<file path="src/rtl/list_done_pkg.sv">
// Shared constants and types for the polygon list completion tracker.
package list_done_pkg;
    localparam int WORD_W    = 32;
    localparam int TYPE_W    = 8;
    localparam int REC_WORDS = 8;
    localparam int NUM_LISTS = 5;
    localparam logic [TYPE_W-1:0] END_CODE  = 8'h00;
    localparam logic [TYPE_W-1:0] LIST_BASE = 8'h80;
    localparam logic [TYPE_W-1:0] LIST_LAST = LIST_BASE + TYPE_W'(NUM_LISTS - 1);

    typedef logic [TYPE_W-1:0] rec_type_t;
endpackage

</file>
<file path="src/rtl/rec_word_counter.sv">
// Tracks the word position inside a fixed-length record.
// Assumes every accepted word belongs to the current record; there is no resync input.
module rec_word_counter #(
    parameter int WORDS = 8,
    localparam int POS_W = (WORDS > 1) ? $clog2(WORDS) : 1
) (
    input  logic             clk,
    input  logic             rst_n,
    input  logic             advance,
    output logic [POS_W-1:0] pos,
    output logic             at_first
);
    localparam logic [POS_W-1:0] LAST_POS = POS_W'(WORDS - 1);

    // Advance on each accepted word; wrap after the last word of a record.
    always_ff @(posedge clk) begin
        if (!rst_n) begin
            pos <= '0;
        end else if (advance) begin
            pos <= (pos == LAST_POS) ? '0 : pos + POS_W'(1);
        end
    end

    assign at_first = (pos == '0);
endmodule

</file>
<file path="src/rtl/list_type_reg.sv">
// Holds the type of the currently open polygon list.
// Assumes header type is presented only with hdr_valid on the first word of a record.
module list_type_reg
    import list_done_pkg::*;
(
    input  logic      clk,
    input  logic      rst_n,
    input  logic      hdr_valid,
    input  rec_type_t hdr_type,
    output rec_type_t open_type,
    output logic      end_hit
);
    logic is_list;

    // Classify the header type.
    always_comb begin
        is_list = (hdr_type >= LIST_BASE) && (hdr_type <= LIST_LAST);
        end_hit = hdr_valid && (hdr_type == END_CODE);
    end

    // Store list-start codes; clear on end of list; ignore other codes.
    always_ff @(posedge clk) begin
        if (!rst_n) begin
            open_type <= END_CODE;
        end else if (end_hit) begin
            open_type <= END_CODE;
        end else if (hdr_valid && is_list) begin
            open_type <= hdr_type;
        end
    end
endmodule

</file>
<file path="src/rtl/done_pulse_gen.sv">
// Turns an end-of-list hit plus the open list type into one registered pulse per list kind.
// Assumes open_type is the value held before the end-of-list record updates it.
module done_pulse_gen
    import list_done_pkg::*;
#(
    parameter int LISTS = NUM_LISTS
) (
    input  logic             clk,
    input  logic             rst_n,
    input  logic             end_hit,
    input  rec_type_t        open_type,
    output logic [LISTS-1:0] done
);
    for (genvar i = 0; i < LISTS; i++) begin : g_list
        localparam rec_type_t CODE = LIST_BASE + TYPE_W'(i);

        // Pulse for one cycle when this list kind closes.
        always_ff @(posedge clk) begin
            if (!rst_n) begin
                done[i] <= 1'b0;
            end else begin
                done[i] <= end_hit && (open_type == CODE);
            end
        end
    end
endmodule

</file>
<file path="src/rtl/list_done_tracker.sv">
// Top level: watches a 32-byte command record stream and signals polygon list completion.
// Assumes records are word-aligned from reset; always ready.
module list_done_tracker
    import list_done_pkg::*;
(
    input  logic              clk,
    input  logic              rst_n,
    input  logic              word_valid,
    input  logic [WORD_W-1:0] word_data,
    output logic              word_ready,
    output logic              done_opaque,
    output logic              done_opaque_mod,
    output logic              done_transl,
    output logic              done_transl_mod,
    output logic              done_punch
);
    localparam int POS_W = $clog2(REC_WORDS);

    logic [POS_W-1:0]     rec_pos;
    logic                 at_first;
    logic                 end_hit;
    rec_type_t            cur_type;
    logic [NUM_LISTS-1:0] done_vec;

    assign word_ready = 1'b1;

    rec_word_counter #(.WORDS(REC_WORDS)) u_cnt (
        .clk      (clk),
        .rst_n    (rst_n),
        .advance  (word_valid),
        .pos      (rec_pos),
        .at_first (at_first)
    );

    list_type_reg u_type (
        .clk       (clk),
        .rst_n     (rst_n),
        .hdr_valid (word_valid && at_first),
        .hdr_type  (word_data[WORD_W-1 -: TYPE_W]),
        .open_type (cur_type),
        .end_hit   (end_hit)
    );

    done_pulse_gen #(.LISTS(NUM_LISTS)) u_done (
        .clk       (clk),
        .rst_n     (rst_n),
        .end_hit   (end_hit),
        .open_type (cur_type),
        .done      (done_vec)
    );

    assign done_opaque     = done_vec[0];
    assign done_opaque_mod = done_vec[1];
    assign done_transl     = done_vec[2];
    assign done_transl_mod = done_vec[3];
    assign done_punch      = done_vec[4];
endmodule

</file>
<file path="config.mk">
export PLATFORM = sky130hd
export DESIGN_NAME = list_done_tracker
export DESIGN_NICKNAME = d
export VERILOG_FILES = /design/src/rtl/list_done_pkg.sv /design/src/rtl/rec_word_counter.sv /design/src/rtl/list_type_reg.sv /design/src/rtl/done_pulse_gen.sv /design/src/rtl/list_done_tracker.sv
export SDC_FILE = /design/constraint.sdc
export NUM_CORES = 1
export LEC_CHECK = 0
export ABC_AREA = 0
export BUFFER_PORTS_ARGS = -buffer_cell sky130_fd_sc_hd__buf_4
export CAP_MARGIN = 20
export CORE_MARGIN = 4
export CORE_UTILIZATION = 44
export CTS_CLUSTER_DIAMETER = 100
export DETAILED_ROUTE_END_ITERATION = 10
export PLACE_DENSITY = 0.81
export REMOVE_ABC_BUFFERS = 1
export SKIP_CTS_REPAIR_TIMING = 1
export SYNTH_ARGS = -nofsm -noshare
export SYNTH_HDL_FRONTEND = slang
export SYNTH_SLANG_ARGS = --single-unit
export TNS_END_PERCENT = 30
</file>
<file path="constraint.sdc">
create_clock -name clk -period 3.4 [get_ports clk]
set_clock_uncertainty 0.05 [all_clocks]
set_input_delay 0.51 -clock clk [delete_from_list [all_inputs] [get_ports clk]]
set_output_delay 0.51 -clock clk [all_outputs]
set_load 0.005 [all_outputs]
</file>
==> results of run 1 <==
==> layout make-up <==
class	instances	area (µm²)	share of cell area, %
flip-flops and latches	16	320	37.6
clock buffers	4	36.3	4.26
well taps	16	20.0	2.35
multi-input cells	49	347	40.7
repair buffers	15	113	13.2
inverters	4	15.0	1.76
==> per-stage QoR <==
stage                     util (%)  instances
after floorplan                  -         69
after global placement        54.7        100
after detailed placement      54.7        100
after CTS                     57.1        104
after global routing          57.1        104
final                         57.1        104
==> worst max-delay path, stage by stage, from the launching register on <==
cell                        delay [ns]
sky130_fd_sc_hd__dfxtp_1          0.34
sky130_fd_sc_hd__inv_1            0.06
sky130_fd_sc_hd__ha_1             0.13
sky130_fd_sc_hd__nand4bb_1        0.15
sky130_fd_sc_hd__nor4_4           0.43
sky130_fd_sc_hd__or3b_1           0.46
sky130_fd_sc_hd__nor3_1           0.17
==> cell families (layout without fill, tap and decap cells) <==
group	Yosys count	count (layout)	share of synthesized area, %
other cells	1	1	0.541
mux	3	3	4.33
buf+inv	6	23	3.79
simple gates	29	29	27.4
compound gates	13	13	12.3
flops	16	16	46.2
fa+ha+maj	3	3	5.42
==> per-layer routing <==
| layer | vias to the layer above | wire length, µm | track usage [%] | part of all wire (%) |
|---|---|---|---|---|
| li1 | 289 | - | - | - |
| met3 | 2 | 92 | 3.38 | 7.1 |
| met5 | - | 0 | 0 | 0 |
| met4 | 0 | 12 | 4.84 | 0.93 |
| met1 | 249 | 558 | 15.8 | 43 |
| met2 | 16 | 627 | 20.1 | 49 |
==> power by group through the flow <==
stage,combinational [mW],sequential (mW),clock [mW]
after floorplan,0.0157,0.196,0
after global placement,0.0318,0.196,0
after detailed placement,0.0333,0.197,0
after CTS,0.0333,0.192,0.124
after global routing,0.0377,0.193,0.131
final,0.0331,0.192,0.121
==> worst max-delay path by stage <==
stage / start / endpoint / depth (start not counted)
detailed placement: word_data[30] / u_done.done[3]$_SDFF_PN0_ / 5
global route: u_cnt.pos[0]$_SDFFE_PN0P_ / u_done.done[3]$_SDFF_PN0_ / 6
floorplan: word_data[30] / u_done.done[0]$_SDFF_PN0_ / 4
global placement: word_data[30] / u_done.done[3]$_SDFF_PN0_ / 5
CTS: u_cnt.pos[0]$_SDFFE_PN0P_ / u_done.done[3]$_SDFF_PN0_ / 6
finish: u_cnt.pos[0]$_SDFFE_PN0P_ / u_done.done[3]$_SDFF_PN0_ / 6
==> flip-flops by register name, summed over array words and instances (netlist names) <==
signal	cells
u_cnt.pos	3
u_type.open_type	8
u_done.done	5
==> cells in the final DEF, fill, tap and decap left out <==
cell	netlist	routed
sky130_fd_sc_hd__buf_4	1	15
sky130_fd_sc_hd__nor4b_1	1	1
sky130_fd_sc_hd__nor2b_1	5	5
sky130_fd_sc_hd__nand4b_1	1	1
sky130_fd_sc_hd__nand3_1	1	1
sky130_fd_sc_hd__a22oi_1	2	2
sky130_fd_sc_hd__conb_1	1	1
sky130_fd_sc_hd__ha_1	3	3
sky130_fd_sc_hd__nand4bb_1	1	1
sky130_fd_sc_hd__nor4_4	1	1
sky130_fd_sc_hd__nor2_1	4	4
sky130_fd_sc_hd__and3_1	4	4
sky130_fd_sc_hd__clkbuf_8	0	1
sky130_fd_sc_hd__nand4_1	1	1
sky130_fd_sc_hd__nor3b_1	2	2
sky130_fd_sc_hd__a211oi_1	2	2
sky130_fd_sc_hd__mux2i_1	3	3
sky130_fd_sc_hd__a21oi_1	2	2
sky130_fd_sc_hd__nor3_1	4	4
sky130_fd_sc_hd__o21ai_0	4	4
sky130_fd_sc_hd__o21ba_2	1	1
sky130_fd_sc_hd__o31ai_1	2	2
sky130_fd_sc_hd__nor4_1	1	1
sky130_fd_sc_hd__nand2_1	2	2
sky130_fd_sc_hd__inv_1	4	4
sky130_fd_sc_hd__dfxtp_1	16	16
sky130_fd_sc_hd__or3b_1	1	1
sky130_fd_sc_hd__clkbuf_4	0	3
==> report_table.html, run 1 <==
<table>
<tr><th>Metric</th><th>Value</th></tr>
<tr><th colspan="2">Place</th></tr>
<tr><td>Hpwl dp</td><td>1.01 mm</td></tr>
<tr><td>Cell area after placement</td><td>about 810 µm²</td></tr>
<tr><td>Setup WS pre-CTS</td><td>around 1.3 ns</td></tr>
<tr><td>IO buf count</td><td>15</td></tr>
<tr><td>Final Wtd Congestion</td><td>0.667</td></tr>
<tr><th colspan="2">STA</th></tr>
<tr><td>Number of pins exceeding their max-slew limit in the final report</td><td>0</td></tr>
<tr><td>Worst hold slack after final layout</td><td>0.436 ns</td></tr>
<tr><td>Rel. slew slack</td><td>between 60% and 70%</td></tr>
<tr><td>Final worst-path setup slack</td><td>between 1.5 and 2 ns</td></tr>
<tr><td>Summed negative setup slack over all endpoints</td><td>0 ns</td></tr>
<tr><td>Unrepaired setup endpoints after global routing</td><td>false</td></tr>
<tr><td>Crit path time final</td><td>1.87 ns</td></tr>
<tr><td>Final hold violations</td><td>0</td></tr>
<tr><td>Count of final setup violators</td><td>0</td></tr>
<tr><td>Highest clock rate</td><td>0.534 GHz</td></tr>
<tr><td>Part of the cycle the worst path needs</td><td>roughly 55%</td></tr>
<tr><td>Worst-Margin Slew</td><td>around 0.53 ns</td></tr>
<tr><th colspan="2">Logic synthesis</th></tr>
<tr><td>Fraction of registers with async set/reset</td><td>0%</td></tr>
<tr><td>Post-synth top area cell</td><td>sky130_fd_sc_hd__dfxtp_1</td></tr>
<tr><td>Post-synth top flop</td><td>sky130_fd_sc_hd__dfxtp_1</td></tr>
<tr><td>Combined area of all synthesized cells</td><td>just under 700 µm²</td></tr>
<tr><td>Commonest cells in the netlist</td><td>sky130_fd_sc_hd__dfxtp_1 (16), sky130_fd_sc_hd__nor2b_1 (5)</td></tr>
<tr><td>Cell with the most instances after synthesis</td><td>sky130_fd_sc_hd__dfxtp_1</td></tr>
<tr><td>Area share of the leading cell type in the synthesized netlist</td><td>a little under half</td></tr>
<tr><td>Number of warnings issued by yosys</td><td>0</td></tr>
<tr><td>Sequential-to-total area share from yosys stat</td><td>between 40% and 50%</td></tr>
<tr><td>Post-synthesis cell type count</td><td>27</td></tr>
<tr><td>Number of synthesized flops with an enable pin</td><td>0</td></tr>
<tr><td>Leading post-synthesis cells by cell area</td><td>sky130_fd_sc_hd__dfxtp_1 (46%), sky130_fd_sc_hd__ha_1 (5.4%), sky130_fd_sc_hd__nor2b_1 (4.5%)</td></tr>
<tr><td>Cell count after synthesis</td><td>a little over 70</td></tr>
<tr><td>Count of state elements after synthesis</td><td>16</td></tr>
<tr><td>Synthesized area divided by synthesized cell count</td><td>slightly below 10 µm²</td></tr>
<tr><th colspan="2">Worst setup path</th></tr>
<tr><td>CP Max Fanout</td><td>10</td></tr>
<tr><td>Category of the critical setup timing path</td><td>reg2reg</td></tr>
<tr><td>Reg2Reg Launch Point</td><td>u_cnt.pos[0]$_SDFFE_PN0P_</td></tr>
<tr><td>FF-to-FF setup slack</td><td>around 1.5 ns</td></tr>
<tr><td>Endpoint arrival time on the critical path</td><td>~2.0 ns</td></tr>
<tr><td>Crit Reg-Reg Endpoint</td><td>u_done.done[3]$_SDFF_PN0_</td></tr>
<tr><td>Cell depth of the worst flop-to-flop path</td><td>6</td></tr>
<tr><td>Sort of element at the end of the critical path</td><td>register</td></tr>
<tr><td>Data required, critical path</td><td>roughly 3.6 ns</td></tr>
<tr><td>Kind of launch point of the worst setup path</td><td>register</td></tr>
<tr><th colspan="2">Power</th></tr>
<tr><td>Reg power frac</td><td>a little under three fifths</td></tr>
<tr><td>Largest voltage drop on the vdd net</td><td>between 0.0002 and 0.0003 V</td></tr>
<tr><td>Combinational power share</td><td>roughly a tenth</td></tr>
<tr><td>Power density over the cells</td><td>slightly above 400 nW/µm²</td></tr>
<tr><td>Clock share of power</td><td>between 30% and 40%</td></tr>
<tr><td>Leakage power of the design</td><td>0.357 nW</td></tr>
<tr><td>Switching part of the total power</td><td>a little over a fifth</td></tr>
<tr><td>Internal power</td><td>between 0.2 and 0.3 mW</td></tr>
<tr><td>Total Power Consumption</td><td>between 0.3 and 0.4 mW</td></tr>
<tr><td>Net switching power of the design</td><td>roughly 0.074 mW</td></tr>
<tr><th colspan="2">Outcome</th></tr>
<tr><td>Outcome</td><td>complete, no violations</td></tr>
<tr><th colspan="2">Global routing</th></tr>
<tr><td>Number of antenna violations at the first check in global routing</td><td>0</td></tr>
<tr><td>Overall track demand over capacity in global routing</td><td>about an eighth</td></tr>
<tr><td>Number of global-route vias before repair</td><td>~490</td></tr>
<tr><td>Pin count of the biggest net entering global routing</td><td>14</td></tr>
<tr><td>Global route total overflow</td><td>0</td></tr>
<tr><td>Global-route wire length before repair</td><td>just under 2 mm</td></tr>
<tr><th colspan="2">Floorplanning</th></tr>
<tr><td>Number of top-level pins</td><td>41</td></tr>
<tr><td>Total core area</td><td>around 1500 µm²</td></tr>
<tr><td>Die Span X</td><td>roughly 48 µm</td></tr>
<tr><td>Die height</td><td>around 48 µm</td></tr>
<tr><td>Row cnt</td><td>14</td></tr>
<tr><td>Initial Utilization</td><td>about 47%</td></tr>
<tr><td>Full die area</td><td>about 2300 µm²</td></tr>
<tr><th colspan="2">Clock tree</th></tr>
<tr><td>CTS sink cnt</td><td>16</td></tr>
<tr><td>CTS tree</td><td>done</td></tr>
<tr><td>Later-pin clock latency in the skew report</td><td>0.28 ns</td></tr>
<tr><td>Master cell of the clock root buffer</td><td>sky130_fd_sc_hd__clkbuf_4</td></tr>
<tr><td>Clk pin slew, worst setup/hold paths</td><td>~0.090 ns</td></tr>
<tr><td>Total CTS buffers</td><td>3</td></tr>
<tr><td>Max Root-Sink Buffers</td><td>2</td></tr>
<tr><td>H-tree level count</td><td>1</td></tr>
<tr><th colspan="2">Detailed routing</th></tr>
<tr><td>DRC violations left</td><td>0</td></tr>
<tr><td>Number of DRC violations after detailed-routing iteration 0</td><td>15</td></tr>
<tr><td>Via count normalized by instance count</td><td>5.35</td></tr>
<tr><td>Via count</td><td>556</td></tr>
<tr><td>Detail Route Antenna Nets</td><td>0</td></tr>
<tr><td>DRT Pass-1 Iters</td><td>4</td></tr>
<tr><td>Total wire length after detailed routing</td><td>approximately 1.3 mm</td></tr>
<tr><td>Routed length per placed instance</td><td>between 10 and 15 µm</td></tr>
<tr><th colspan="2">Min path</th></tr>
<tr><td>Path class of the lowest-slack min-delay path</td><td>reg2reg</td></tr>
<tr><td>Hold Startpoint</td><td>u_type.open_type[1]$_SDFFE_PP0P_</td></tr>
<tr><td>Worst hold path cell count</td><td>1</td></tr>
<tr><td>Min-Delay Endpoint</td><td>u_done.done[0]$_SDFF_PN0_</td></tr>
<tr><th colspan="2">Layout</th></tr>
<tr><td>Inserted Diodes</td><td>0</td></tr>
<tr><td>Relative area change from synthesis to final layout</td><td>22.7%</td></tr>
<tr><td>Fraction of layout cells with a size suffix above 1</td><td>23.9%</td></tr>
<tr><td>Fin nets</td><td>roughly 130</td></tr>
<tr><td>Fill cell count</td><td>~130</td></tr>
<tr><td>Post-route cell area</td><td>about 850 µm²</td></tr>
<tr><th colspan="2">Job</th></tr>
<tr><td>Number of max-cap violations</td><td>0</td></tr>
</table>
Note: power is estimated with default switching activity, not from simulation.
==> run 2: changes to the inputs <==
- ABC_AREA: 0 -> 1
- CORE_UTILIZATION: 44 -> 41
- PLACE_DENSITY: 0.81 -> 0.76
- clock period: 3.4 -> 1.8 ns (I/O delays scaled with it)
==> run 2 against run 1 <==
Effect of this change:
- maximum frequency up 43%
- core utilization decreased by 2.1 points
- flip-flop and latch count unchanged
- combinational power is 81% higher
- register-to-register slack got worse by 1.0 ns
- critical path depth increased by 1
- sequential power up 89%
- hold slack lost 0.21 ns
- final cell count increased by 12%
==> report_table.html, run 2 <==
<table>
<tr><th>Metric</th><th>Value</th></tr>
<tr><th colspan="2">Floorplanning</th></tr>
<tr><td>Die height</td><td>around 49 µm</td></tr>
<tr><td>Total core area</td><td>about 1600 µm²</td></tr>
<tr><td>Row cnt</td><td>14</td></tr>
<tr><td>Initial Utilization</td><td>between 40% and 50%</td></tr>
<tr><td>Number of top-level pins</td><td>41</td></tr>
<tr><td>Full die area</td><td>between 2000 and 2500 µm²</td></tr>
<tr><td>Die Span X</td><td>49.2 µm</td></tr>
<tr><th colspan="2">Job</th></tr>
<tr><td>Number of max-cap violations</td><td>0</td></tr>
<tr><th colspan="2">Worst setup path</th></tr>
<tr><td>Maximum single-stage delay on the critical path</td><td>between 0.3 and 0.4 ns</td></tr>
<tr><td>Kind of launch point of the worst setup path</td><td>register</td></tr>
<tr><td>Category of the critical setup timing path</td><td>reg2reg</td></tr>
<tr><td>Critical path, cell by cell</td><td>inv_1 &gt; ha_1 &gt; nand3_2 &gt; nor2_8 &gt; nand2_4 &gt; nand2_4 &gt; nor2_1</td></tr>
<tr><td>CP Max Fanout</td><td>8</td></tr>
<tr><td>FF-to-FF setup slack</td><td>0.49 ns</td></tr>
<tr><td>Sort of element at the end of the critical path</td><td>register</td></tr>
<tr><td>Crit-path leading delay family</td><td>simple AND/OR/NAND/NOR gates</td></tr>
<tr><td>Cell depth of the worst flop-to-flop path</td><td>7</td></tr>
<tr><td>Reg2Reg Launch Point</td><td>u_cnt.pos[0]$_SDFFE_PN0P_</td></tr>
<tr><td>Crit path max-delay cell type</td><td>sky130_fd_sc_hd__dfxtp_1</td></tr>
<tr><td>Critical Path Most Common Cell</td><td>sky130_fd_sc_hd__nand2_4</td></tr>
<tr><td>Bufs and invs on worst path</td><td>1</td></tr>
<tr><td>Data required, critical path</td><td>1.93 ns</td></tr>
<tr><td>Endpoint arrival time on the critical path</td><td>1.44 ns</td></tr>
<tr><td>Crit Reg-Reg Endpoint</td><td>u_type.open_type[6]$_SDFFE_PP0P_</td></tr>
<tr><th colspan="2">Global routing</th></tr>
<tr><td>Number of antenna violations at the first check in global routing</td><td>0</td></tr>
<tr><td>Global-route wire length before repair</td><td>2.13 mm</td></tr>
<tr><td>Pin count of the biggest net entering global routing</td><td>10</td></tr>
<tr><td>Global route total overflow</td><td>0</td></tr>
<tr><td>Overall track demand over capacity in global routing</td><td>about an eighth</td></tr>
<tr><td>Number of global-route vias before repair</td><td>534</td></tr>
<tr><th colspan="2">Detailed routing</th></tr>
<tr><td>DRT Pass-1 Iters</td><td>3</td></tr>
<tr><td>Detail Route Antenna Nets</td><td>0</td></tr>
<tr><td>Total wire length after detailed routing</td><td>between 1 and 1.5 mm</td></tr>
<tr><td>Via count</td><td>560</td></tr>
<tr><td>Number of DRC violations after detailed-routing iteration 0</td><td>5</td></tr>
<tr><td>DRC violations left</td><td>0</td></tr>
<tr><td>Routed length per placed instance</td><td>about 10 µm</td></tr>
<tr><td>Via count normalized by instance count</td><td>between 4 and 5</td></tr>
<tr><th colspan="2">Logic synthesis</th></tr>
<tr><td>Number of synthesized flops with an enable pin</td><td>0</td></tr>
<tr><td>Leading post-synthesis cells by cell area</td><td>sky130_fd_sc_hd__dfxtp_1 (46%), sky130_fd_sc_hd__nor2_1 (8.1%), sky130_fd_sc_hd__ha_1 (5.4%)</td></tr>
<tr><td>Count of state elements after synthesis</td><td>16</td></tr>
<tr><td>Post-synth top flop</td><td>sky130_fd_sc_hd__dfxtp_1</td></tr>
<tr><td>Synthesized area divided by synthesized cell count</td><td>~8.5 µm²</td></tr>
<tr><td>Commonest cells in the netlist</td><td>sky130_fd_sc_hd__dfxtp_1 (16), sky130_fd_sc_hd__nor2_1 (15), sky130_fd_sc_hd__inv_1 (9), sky130_fd_sc_hd__nand2_1 (9), sky130_fd_sc_hd__a21oi_1 (5)</td></tr>
<tr><td>Combined area of all synthesized cells</td><td>approximately 700 µm²</td></tr>
<tr><td>Fraction of registers with async set/reset</td><td>0%</td></tr>
<tr><td>Cell count after synthesis</td><td>approximately 80</td></tr>
<tr><td>Area share of the leading cell type in the synthesized netlist</td><td>a little under half</td></tr>
<tr><td>Post-synthesis cell type count</td><td>21</td></tr>
<tr><td>Cell with the most instances after synthesis</td><td>sky130_fd_sc_hd__dfxtp_1</td></tr>
<tr><td>Post-synth top area cell</td><td>sky130_fd_sc_hd__dfxtp_1</td></tr>
<tr><td>Sequential-to-total area share from yosys stat</td><td>~46%</td></tr>
<tr><td>Number of warnings issued by yosys</td><td>0</td></tr>
<tr><th colspan="2">STA</th></tr>
<tr><td>Final hold violations</td><td>0</td></tr>
<tr><td>Highest clock rate</td><td>between 0.7 and 0.8 GHz</td></tr>
<tr><td>Final worst-path setup slack</td><td>0.490 ns</td></tr>
<tr><td>Summed negative setup slack over all endpoints</td><td>0 ns</td></tr>
<tr><td>Crit path time final</td><td>approximately 1.3 ns</td></tr>
<tr><td>Part of the cycle the worst path needs</td><td>~73%</td></tr>
<tr><td>Count of final setup violators</td><td>0</td></tr>
<tr><td>Worst hold slack after final layout</td><td>roughly 0.23 ns</td></tr>
<tr><td>Unrepaired setup endpoints after global routing</td><td>false</td></tr>
<tr><td>Number of pins exceeding their max-slew limit in the final report</td><td>0</td></tr>
<tr><th colspan="2">Clock tree</th></tr>
<tr><td>Max Root-Sink Buffers</td><td>2</td></tr>
<tr><td>Total CTS buffers</td><td>3</td></tr>
<tr><td>H-tree level count</td><td>1</td></tr>
<tr><td>Master cell of the clock root buffer</td><td>sky130_fd_sc_hd__clkbuf_4</td></tr>
<tr><td>CTS sink cnt</td><td>16</td></tr>
<tr><td>Clk pin slew, worst setup/hold paths</td><td>~0.090 ns</td></tr>
<tr><td>Later-pin clock latency in the skew report</td><td>0.28 ns</td></tr>
<tr><td>CTS tree</td><td>done</td></tr>
<tr><th colspan="2">Power</th></tr>
<tr><td>Combinational power share</td><td>9.2%</td></tr>
<tr><td>Power density over the cells</td><td>between 700 and 800 nW/µm²</td></tr>
<tr><td>Switching part of the total power</td><td>a little over a fifth</td></tr>
<tr><td>Leakage power of the design</td><td>roughly 0.4 nW</td></tr>
<tr><td>Internal power</td><td>between 0.5 and 0.6 mW</td></tr>
<tr><td>Largest voltage drop on the vdd net</td><td>between 0.0003 and 0.0004 V</td></tr>
<tr><td>Net switching power of the design</td><td>0.139 mW</td></tr>
<tr><td>Reg power frac</td><td>55.9%</td></tr>
<tr><td>Clock share of power</td><td>a little over a third</td></tr>
<tr><th colspan="2">Layout</th></tr>
<tr><td>Most common library cell in the layout ignoring fill and taps</td><td>sky130_fd_sc_hd__dfxtp_1</td></tr>
<tr><td>Fin nets</td><td>139</td></tr>
<tr><td>Largest registers</td><td>u_type.open_type: 8 flops, u_done.done: 5 flops, u_cnt.pos: 3 flops</td></tr>
<tr><td>Max FFs per register</td><td>8</td></tr>
<tr><td>Inserted Diodes</td><td>0</td></tr>
<tr><td>Relative area change from synthesis to final layout</td><td>23.2%</td></tr>
<tr><td>Fraction of layout cells with a size suffix above 1</td><td>between 20% and 30%</td></tr>
<tr><td>Most flops, register</td><td>u_type.open_type</td></tr>
<tr><td>Top library cells by usage in the layout, fill and taps aside</td><td>sky130_fd_sc_hd__dfxtp_1 (16), sky130_fd_sc_hd__nor2_1 (15), sky130_fd_sc_hd__buf_4 (15), sky130_fd_sc_hd__inv_1 (9), sky130_fd_sc_hd__nand2_1 (9)</td></tr>
<tr><th colspan="2">Min path</th></tr>
<tr><td>Min-Delay Endpoint</td><td>u_type.open_type[1]$_SDFFE_PP0P_</td></tr>
<tr><td>Worst hold path cell count</td><td>3</td></tr>
<tr><td>Hold Startpoint</td><td>word_data[25]</td></tr>
<tr><td>Path class of the lowest-slack min-delay path</td><td>in2reg</td></tr>
<tr><th colspan="2">Place</th></tr>
<tr><td>Setup WS pre-CTS</td><td>roughly 0.48 ns</td></tr>
<tr><td>IO buf count</td><td>15</td></tr>
<tr><td>Final Wtd Congestion</td><td>around 0.66</td></tr>
<tr><td>Hpwl dp</td><td>994 µm</td></tr>
<tr><th colspan="2">Outcome</th></tr>
<tr><td>Outcome</td><td>complete, no violations</td></tr>
</table>
==> run 2: final cells by class <==
class | instances | area (µm²)
fill | 147 | 701
multi-input combinational | 56 | 335
sequential | 16 | 320
timing repair buffer | 15 | 113
clock buffer | 4 | 36.3
inverter | 9 | 33.8
tap | 16 | 20.0
==> run 2: per-layer routing <==
| layer | wire, µm | part of all wire [%] | track usage, % |
|---|---|---|---|
| met5 | 0 | 0 | 0 |
| met4 | 40 | 3.4 | 8.53 |
| met3 | 48 | 4.1 | 4.89 |
| met2 | 600 | 51 | 19.4 |
| met1 | 496 | 42 | 11.7 |
==> run 2: cells by family after synthesis <==
group | count (synthesis) | share of synthesized area [%]
compound gates | 10 | 8.44
fa+ha+maj | 3 | 5.39
flops | 16 | 46.0
buf+inv | 10 | 5.92
other cells | 1 | 0.538
simple gates | 42 | 33.8
==> run 2: power by group through the flow <==
stage	logic [mW]	registers [mW]	clock network, mW
after detailed placement	0.0604	0.371	0
final	0.0599	0.363	0.227
after CTS	0.0607	0.363	0.237
after floorplan	0.0346	0.370	0
after global routing	0.0683	0.364	0.256
after global placement	0.0579	0.370	0
==> run 2: worst min-delay path: cells and delay by family <==
family / cells / cell delay (ns)
buffers and inverters: 1 / 0.11
AND/OR/NAND/NOR: 1 / 0.07
AO/OA/AOI/OAI: 1 / 0.06
==> run 2: metrics by stage <==
stage / std cells / area (µm²) / util (%) / power (mW)
final: 116 / 858 / 55.1 / 0.649
after global routing: 116 / 858 / 55.1 / 0.688
after CTS: 116 / 858 / 55.1 / 0.661
after detailed placement: 112 / 822 / 52.7 / 0.432
after global placement: 112 / 822 / 52.7 / 0.428
after floorplan: 81 / 689 / - / 0.405
==> run 2: how the worst max path moves through the flow <==
stage / cells past startpoint / from / slack, ns / endpoint
after floorplan: 7 / u_cnt.pos[0]$_SDFFE_PN0P_ / 0.60 / u_type.open_type[3]$_SDFFE_PP0P_
after global placement: 7 / u_cnt.pos[0]$_SDFFE_PN0P_ / 0.53 / u_type.open_type[6]$_SDFFE_PP0P_
after detailed placement: 7 / u_cnt.pos[0]$_SDFFE_PN0P_ / 0.48 / u_type.open_type[6]$_SDFFE_PP0P_
after CTS: 7 / u_cnt.pos[0]$_SDFFE_PN0P_ / 0.47 / u_type.open_type[6]$_SDFFE_PP0P_
after global routing: 6 / u_cnt.pos[0]$_SDFFE_PN0P_ / 0.39 / u_done.done[0]$_SDFF_PN0_
final: 7 / u_cnt.pos[0]$_SDFFE_PN0P_ / 0.49 / u_type.open_type[6]$_SDFFE_PP0P_
==> run 3: changes to the inputs <==
- CORE_UTILIZATION: 41 -> 37
- PLACE_DENSITY: 0.76 -> 0.72
- clock period: 1.8 -> 1.1 ns (I/O delays scaled with it)
==> run 3 against run 2 <==
Effect of this change:
- the flow now finishes with violations (negative setup slack)
- setup slack got worse by 0.62 ns
- first-iteration DRC count is 80% higher
- register-to-register slack got worse by 0.62 ns
- clock power grew 71%
- critical path depth did not move
- flip-flop and latch count unchanged
- global-route usage down 0.83 points
- hold slack lost 0.13 ns
- largest cell class unchanged
- largest power group unchanged
==> report_table.html, run 3 (synthesized netlist as in run 2, its figures left out) <==
<table>
<tr><th>Metric</th><th>Value</th></tr>
<tr><th colspan="2">Outcome</th></tr>
<tr><td>Outcome</td><td>complete, but fails checks</td></tr>
<tr><td>Violated checks</td><td>negative setup slack</td></tr>
<tr><th colspan="2">Worst setup path</th></tr>
<tr><td>Crit Reg-Reg Endpoint</td><td>u_type.open_type[4]$_SDFFE_PP0P_</td></tr>
<tr><td>Crit-path leading delay family</td><td>simple AND/OR/NAND/NOR gates</td></tr>
<tr><td>Maximum single-stage delay on the critical path</td><td>0.34 ns</td></tr>
<tr><td>Crit path max-delay cell type</td><td>sky130_fd_sc_hd__dfxtp_2</td></tr>
<tr><td>Reg2Reg Launch Point</td><td>u_cnt.pos[1]$_SDFFE_PN0P_</td></tr>
<tr><td>Data required, critical path</td><td>around 1.2 ns</td></tr>
<tr><td>Bufs and invs on worst path</td><td>1</td></tr>
<tr><td>Cell depth of the worst flop-to-flop path</td><td>7</td></tr>
<tr><td>Category of the critical setup timing path</td><td>reg2reg</td></tr>
<tr><td>Sort of element at the end of the critical path</td><td>register</td></tr>
<tr><td>Kind of launch point of the worst setup path</td><td>register</td></tr>
<tr><td>Critical path, cell by cell</td><td>inv_2 &gt; ha_4 &gt; nand3_4 &gt; nor2_8 &gt; nand2_4 &gt; nand2_8 &gt; nor2_1</td></tr>
<tr><td>FF-to-FF setup slack</td><td>-0.13 ns</td></tr>
<tr><td>CP Max Fanout</td><td>8</td></tr>
<tr><td>Launch point of the critical path</td><td>u_cnt.pos[1]$_SDFFE_PN0P_</td></tr>
<tr><td>Endpoint arrival time on the critical path</td><td>approximately 1.4 ns</td></tr>
<tr><th colspan="2">Min path</th></tr>
<tr><td>Hold Startpoint</td><td>word_data[25]</td></tr>
<tr><td>Worst hold path cell count</td><td>3</td></tr>
<tr><td>Min-Delay Endpoint</td><td>u_type.open_type[1]$_SDFFE_PP0P_</td></tr>
<tr><td>Path class of the lowest-slack min-delay path</td><td>in2reg</td></tr>
<tr><th colspan="2">STA</th></tr>
<tr><td>Number of pins exceeding their max-slew limit in the final report</td><td>0</td></tr>
<tr><td>Crit path time final</td><td>about 1.2 ns</td></tr>
<tr><td>Worst hold slack after final layout</td><td>around 0.099 ns</td></tr>
<tr><td>Unrepaired setup endpoints after global routing</td><td>true</td></tr>
<tr><td>Final worst-path setup slack</td><td>-0.128 ns</td></tr>
<tr><td>Final hold violations</td><td>0</td></tr>
<tr><td>Part of the cycle the worst path needs</td><td>112%</td></tr>
<tr><td>Count of final setup violators</td><td>14</td></tr>
<tr><td>Highest clock rate</td><td>0.814 GHz</td></tr>
<tr><th colspan="2">Power</th></tr>
<tr><td>Combinational power share</td><td>11.4%</td></tr>
<tr><td>Largest voltage drop on the vdd net</td><td>0.000731 V</td></tr>
<tr><td>Internal power</td><td>~0.85 mW</td></tr>
<tr><td>Total Power Consumption</td><td>about 1.1 mW</td></tr>
<tr><td>Net switching power of the design</td><td>about 0.26 mW</td></tr>
<tr><td>Clock share of power</td><td>between 30% and 40%</td></tr>
<tr><td>Reg power frac</td><td>a little over half</td></tr>
<tr><td>Leakage power of the design</td><td>0.403 nW</td></tr>
<tr><td>Switching part of the total power</td><td>about a quarter</td></tr>
<tr><td>Power density over the cells</td><td>about 1200 nW/µm²</td></tr>
<tr><th colspan="2">Detailed routing</th></tr>
<tr><td>Via count</td><td>approximately 570</td></tr>
<tr><td>Detail Route Antenna Nets</td><td>0</td></tr>
<tr><td>DRC violations left</td><td>0</td></tr>
<tr><td>Number of DRC violations after detailed-routing iteration 0</td><td>9</td></tr>
<tr><td>Routed length per placed instance</td><td>between 10 and 15 µm</td></tr>
<tr><td>DRT Pass-1 Iters</td><td>4</td></tr>
<tr><td>Via count normalized by instance count</td><td>4.46</td></tr>
<tr><td>Total wire length after detailed routing</td><td>1.28 mm</td></tr>
<tr><th colspan="2">Global routing</th></tr>
<tr><td>Pin count of the biggest net entering global routing</td><td>10</td></tr>
<tr><td>GRT Max-Usage Layer</td><td>met2</td></tr>
<tr><td>Global Route met2 Usage</td><td>16.9%</td></tr>
<tr><td>Number of antenna violations at the first check in global routing</td><td>0</td></tr>
<tr><td>Global route total overflow</td><td>0</td></tr>
<tr><td>Global-route wire length before repair</td><td>~2.1 mm</td></tr>
<tr><td>Overall track demand over capacity in global routing</td><td>~11%</td></tr>
<tr><td>Number of global-route vias before repair</td><td>around 530</td></tr>
<tr><td>Routing usage on met3</td><td>under 10%</td></tr>
<tr><td>Met1 capacity usage during global routing</td><td>12.5%</td></tr>
<tr><th colspan="2">Clock tree</th></tr>
<tr><td>Total CTS buffers</td><td>3</td></tr>
<tr><td>Later-pin clock latency in the skew report</td><td>just under 0.3 ns</td></tr>
<tr><td>Max Root-Sink Buffers</td><td>2</td></tr>
<tr><td>CTS tree</td><td>done</td></tr>
<tr><td>Clk pin slew, worst setup/hold paths</td><td>roughly 0.090 ns</td></tr>
<tr><td>H-tree level count</td><td>1</td></tr>
<tr><td>CTS sink cnt</td><td>16</td></tr>
<tr><td>Master cell of the clock root buffer</td><td>sky130_fd_sc_hd__clkbuf_4</td></tr>
<tr><th colspan="2">Floorplanning</th></tr>
<tr><td>Die height</td><td>~50 µm</td></tr>
<tr><td>Row cnt</td><td>15</td></tr>
<tr><td>Die Span X</td><td>~51 µm</td></tr>
<tr><td>Total core area</td><td>roughly 1800 µm²</td></tr>
<tr><td>Number of top-level pins</td><td>slightly above 40</td></tr>
<tr><td>Full die area</td><td>between 2000 and 3000 µm²</td></tr>
<tr><td>Initial Utilization</td><td>about two fifths</td></tr>
<tr><th colspan="2">Layout</th></tr>
<tr><td>Relative area change from synthesis to final layout</td><td>34.5%</td></tr>
<tr><td>Most flops, register</td><td>u_type.open_type</td></tr>
<tr><td>Top library cells by usage in the layout, fill and taps aside</td><td>sky130_fd_sc_hd__buf_4 (17), sky130_fd_sc_hd__dfxtp_1 (14), sky130_fd_sc_hd__nor2_1 (13), sky130_fd_sc_hd__inv_1 (7), sky130_fd_sc_hd__nand2_1 (6)</td></tr>
<tr><td>Fraction of layout cells with a size suffix above 1</td><td>roughly two fifths</td></tr>
<tr><td>Fin nets</td><td>approximately 140</td></tr>
<tr><td>Inserted Diodes</td><td>0</td></tr>
<tr><td>Most common library cell in the layout ignoring fill and taps</td><td>sky130_fd_sc_hd__buf_4</td></tr>
<tr><td>Largest registers</td><td>u_type.open_type: 8 flops, u_done.done: 5 flops, u_cnt.pos: 3 flops</td></tr>
<tr><td>Max FFs per register</td><td>8</td></tr>
<tr><th colspan="2">Place</th></tr>
<tr><td>Final Wtd Congestion</td><td>approximately 0.74</td></tr>
<tr><td>IO buf count</td><td>15</td></tr>
<tr><td>Hpwl dp</td><td>roughly 960 µm</td></tr>
<tr><th colspan="2">Job</th></tr>
<tr><td>Number of max-cap violations</td><td>0</td></tr>
</table>
run 3: changes by cell type in the layout (fill, tap and decap cells not counted), sizes merged:
cell / before / now
buf: 15 / 17
run 3: how the worst max path moves through the flow:
stage	to	slack, ns	cells after the start
2_1_floorplan	u_type.open_type[3]$_SDFFE_PP0P_	-0.1	7
3_3_place_gp	u_type.open_type[6]$_SDFFE_PP0P_	-0.15	7
3_5_place_dp	u_type.open_type[5]$_SDFFE_PP0P_	-0.19	7
4_1_cts	u_type.open_type[5]$_SDFFE_PP0P_	-0.21	7
5_1_grt	u_done.done[4]$_SDFF_PN0_	-0.20	6
6_report	u_type.open_type[4]$_SDFFE_PP0P_	-0.13	7
run 3: power groups by stage:
stage	sequential (mW)	combinational, mW	clock [mW]
5_1_grt	0.597	0.143	0.424
6_report	0.596	0.127	0.389
4_1_cts	0.594	0.103	0.401
3_3_place_gp	0.606	0.0993	0
2_1_floorplan	0.606	0.0565	0
3_5_place_dp	0.607	0.102	0
run 3: per-stage QoR:
step           setup slack [ns]  std cells  instance area [µm²]  utilization [%]  setup TNS (ns)
2_1_floorplan           -0.0953         81                  689                -          -0.971
3_3_place_gp             -0.155        122                  841             47.7           -1.76
3_5_place_dp             -0.190        122                  841             47.7           -2.10
4_1_cts                  -0.210        126                  877             49.7           -2.38
5_1_grt                  -0.202        127                  937             53.1           -2.57
6_report                 -0.128        127                  937             53.1           -1.40
run 3: area by class of cell:
cell class              count  area (µm²)
fillers                   170         827
repair buffers             17         128
well taps                  25        31.3
multi-input cells          56         385
flip-flops and latches     16         323
clock buffers               4        36.3
inverters                   9        33.8
run 3: layer usage:
layer  part of all wire (%)  vias up
li1                       -      302
met1                     43      242
met2                     47       17
met3                    6.0        5
met4                    3.8        0
met5                      0        -
run 3: worst min-delay path: cells and delay by family:
family                 cells  cell delay [ns]
buffers and inverters      1             0.11
AND/OR/NAND/NOR            1             0.07
AO/OA/AOI/OAI              1             0.06
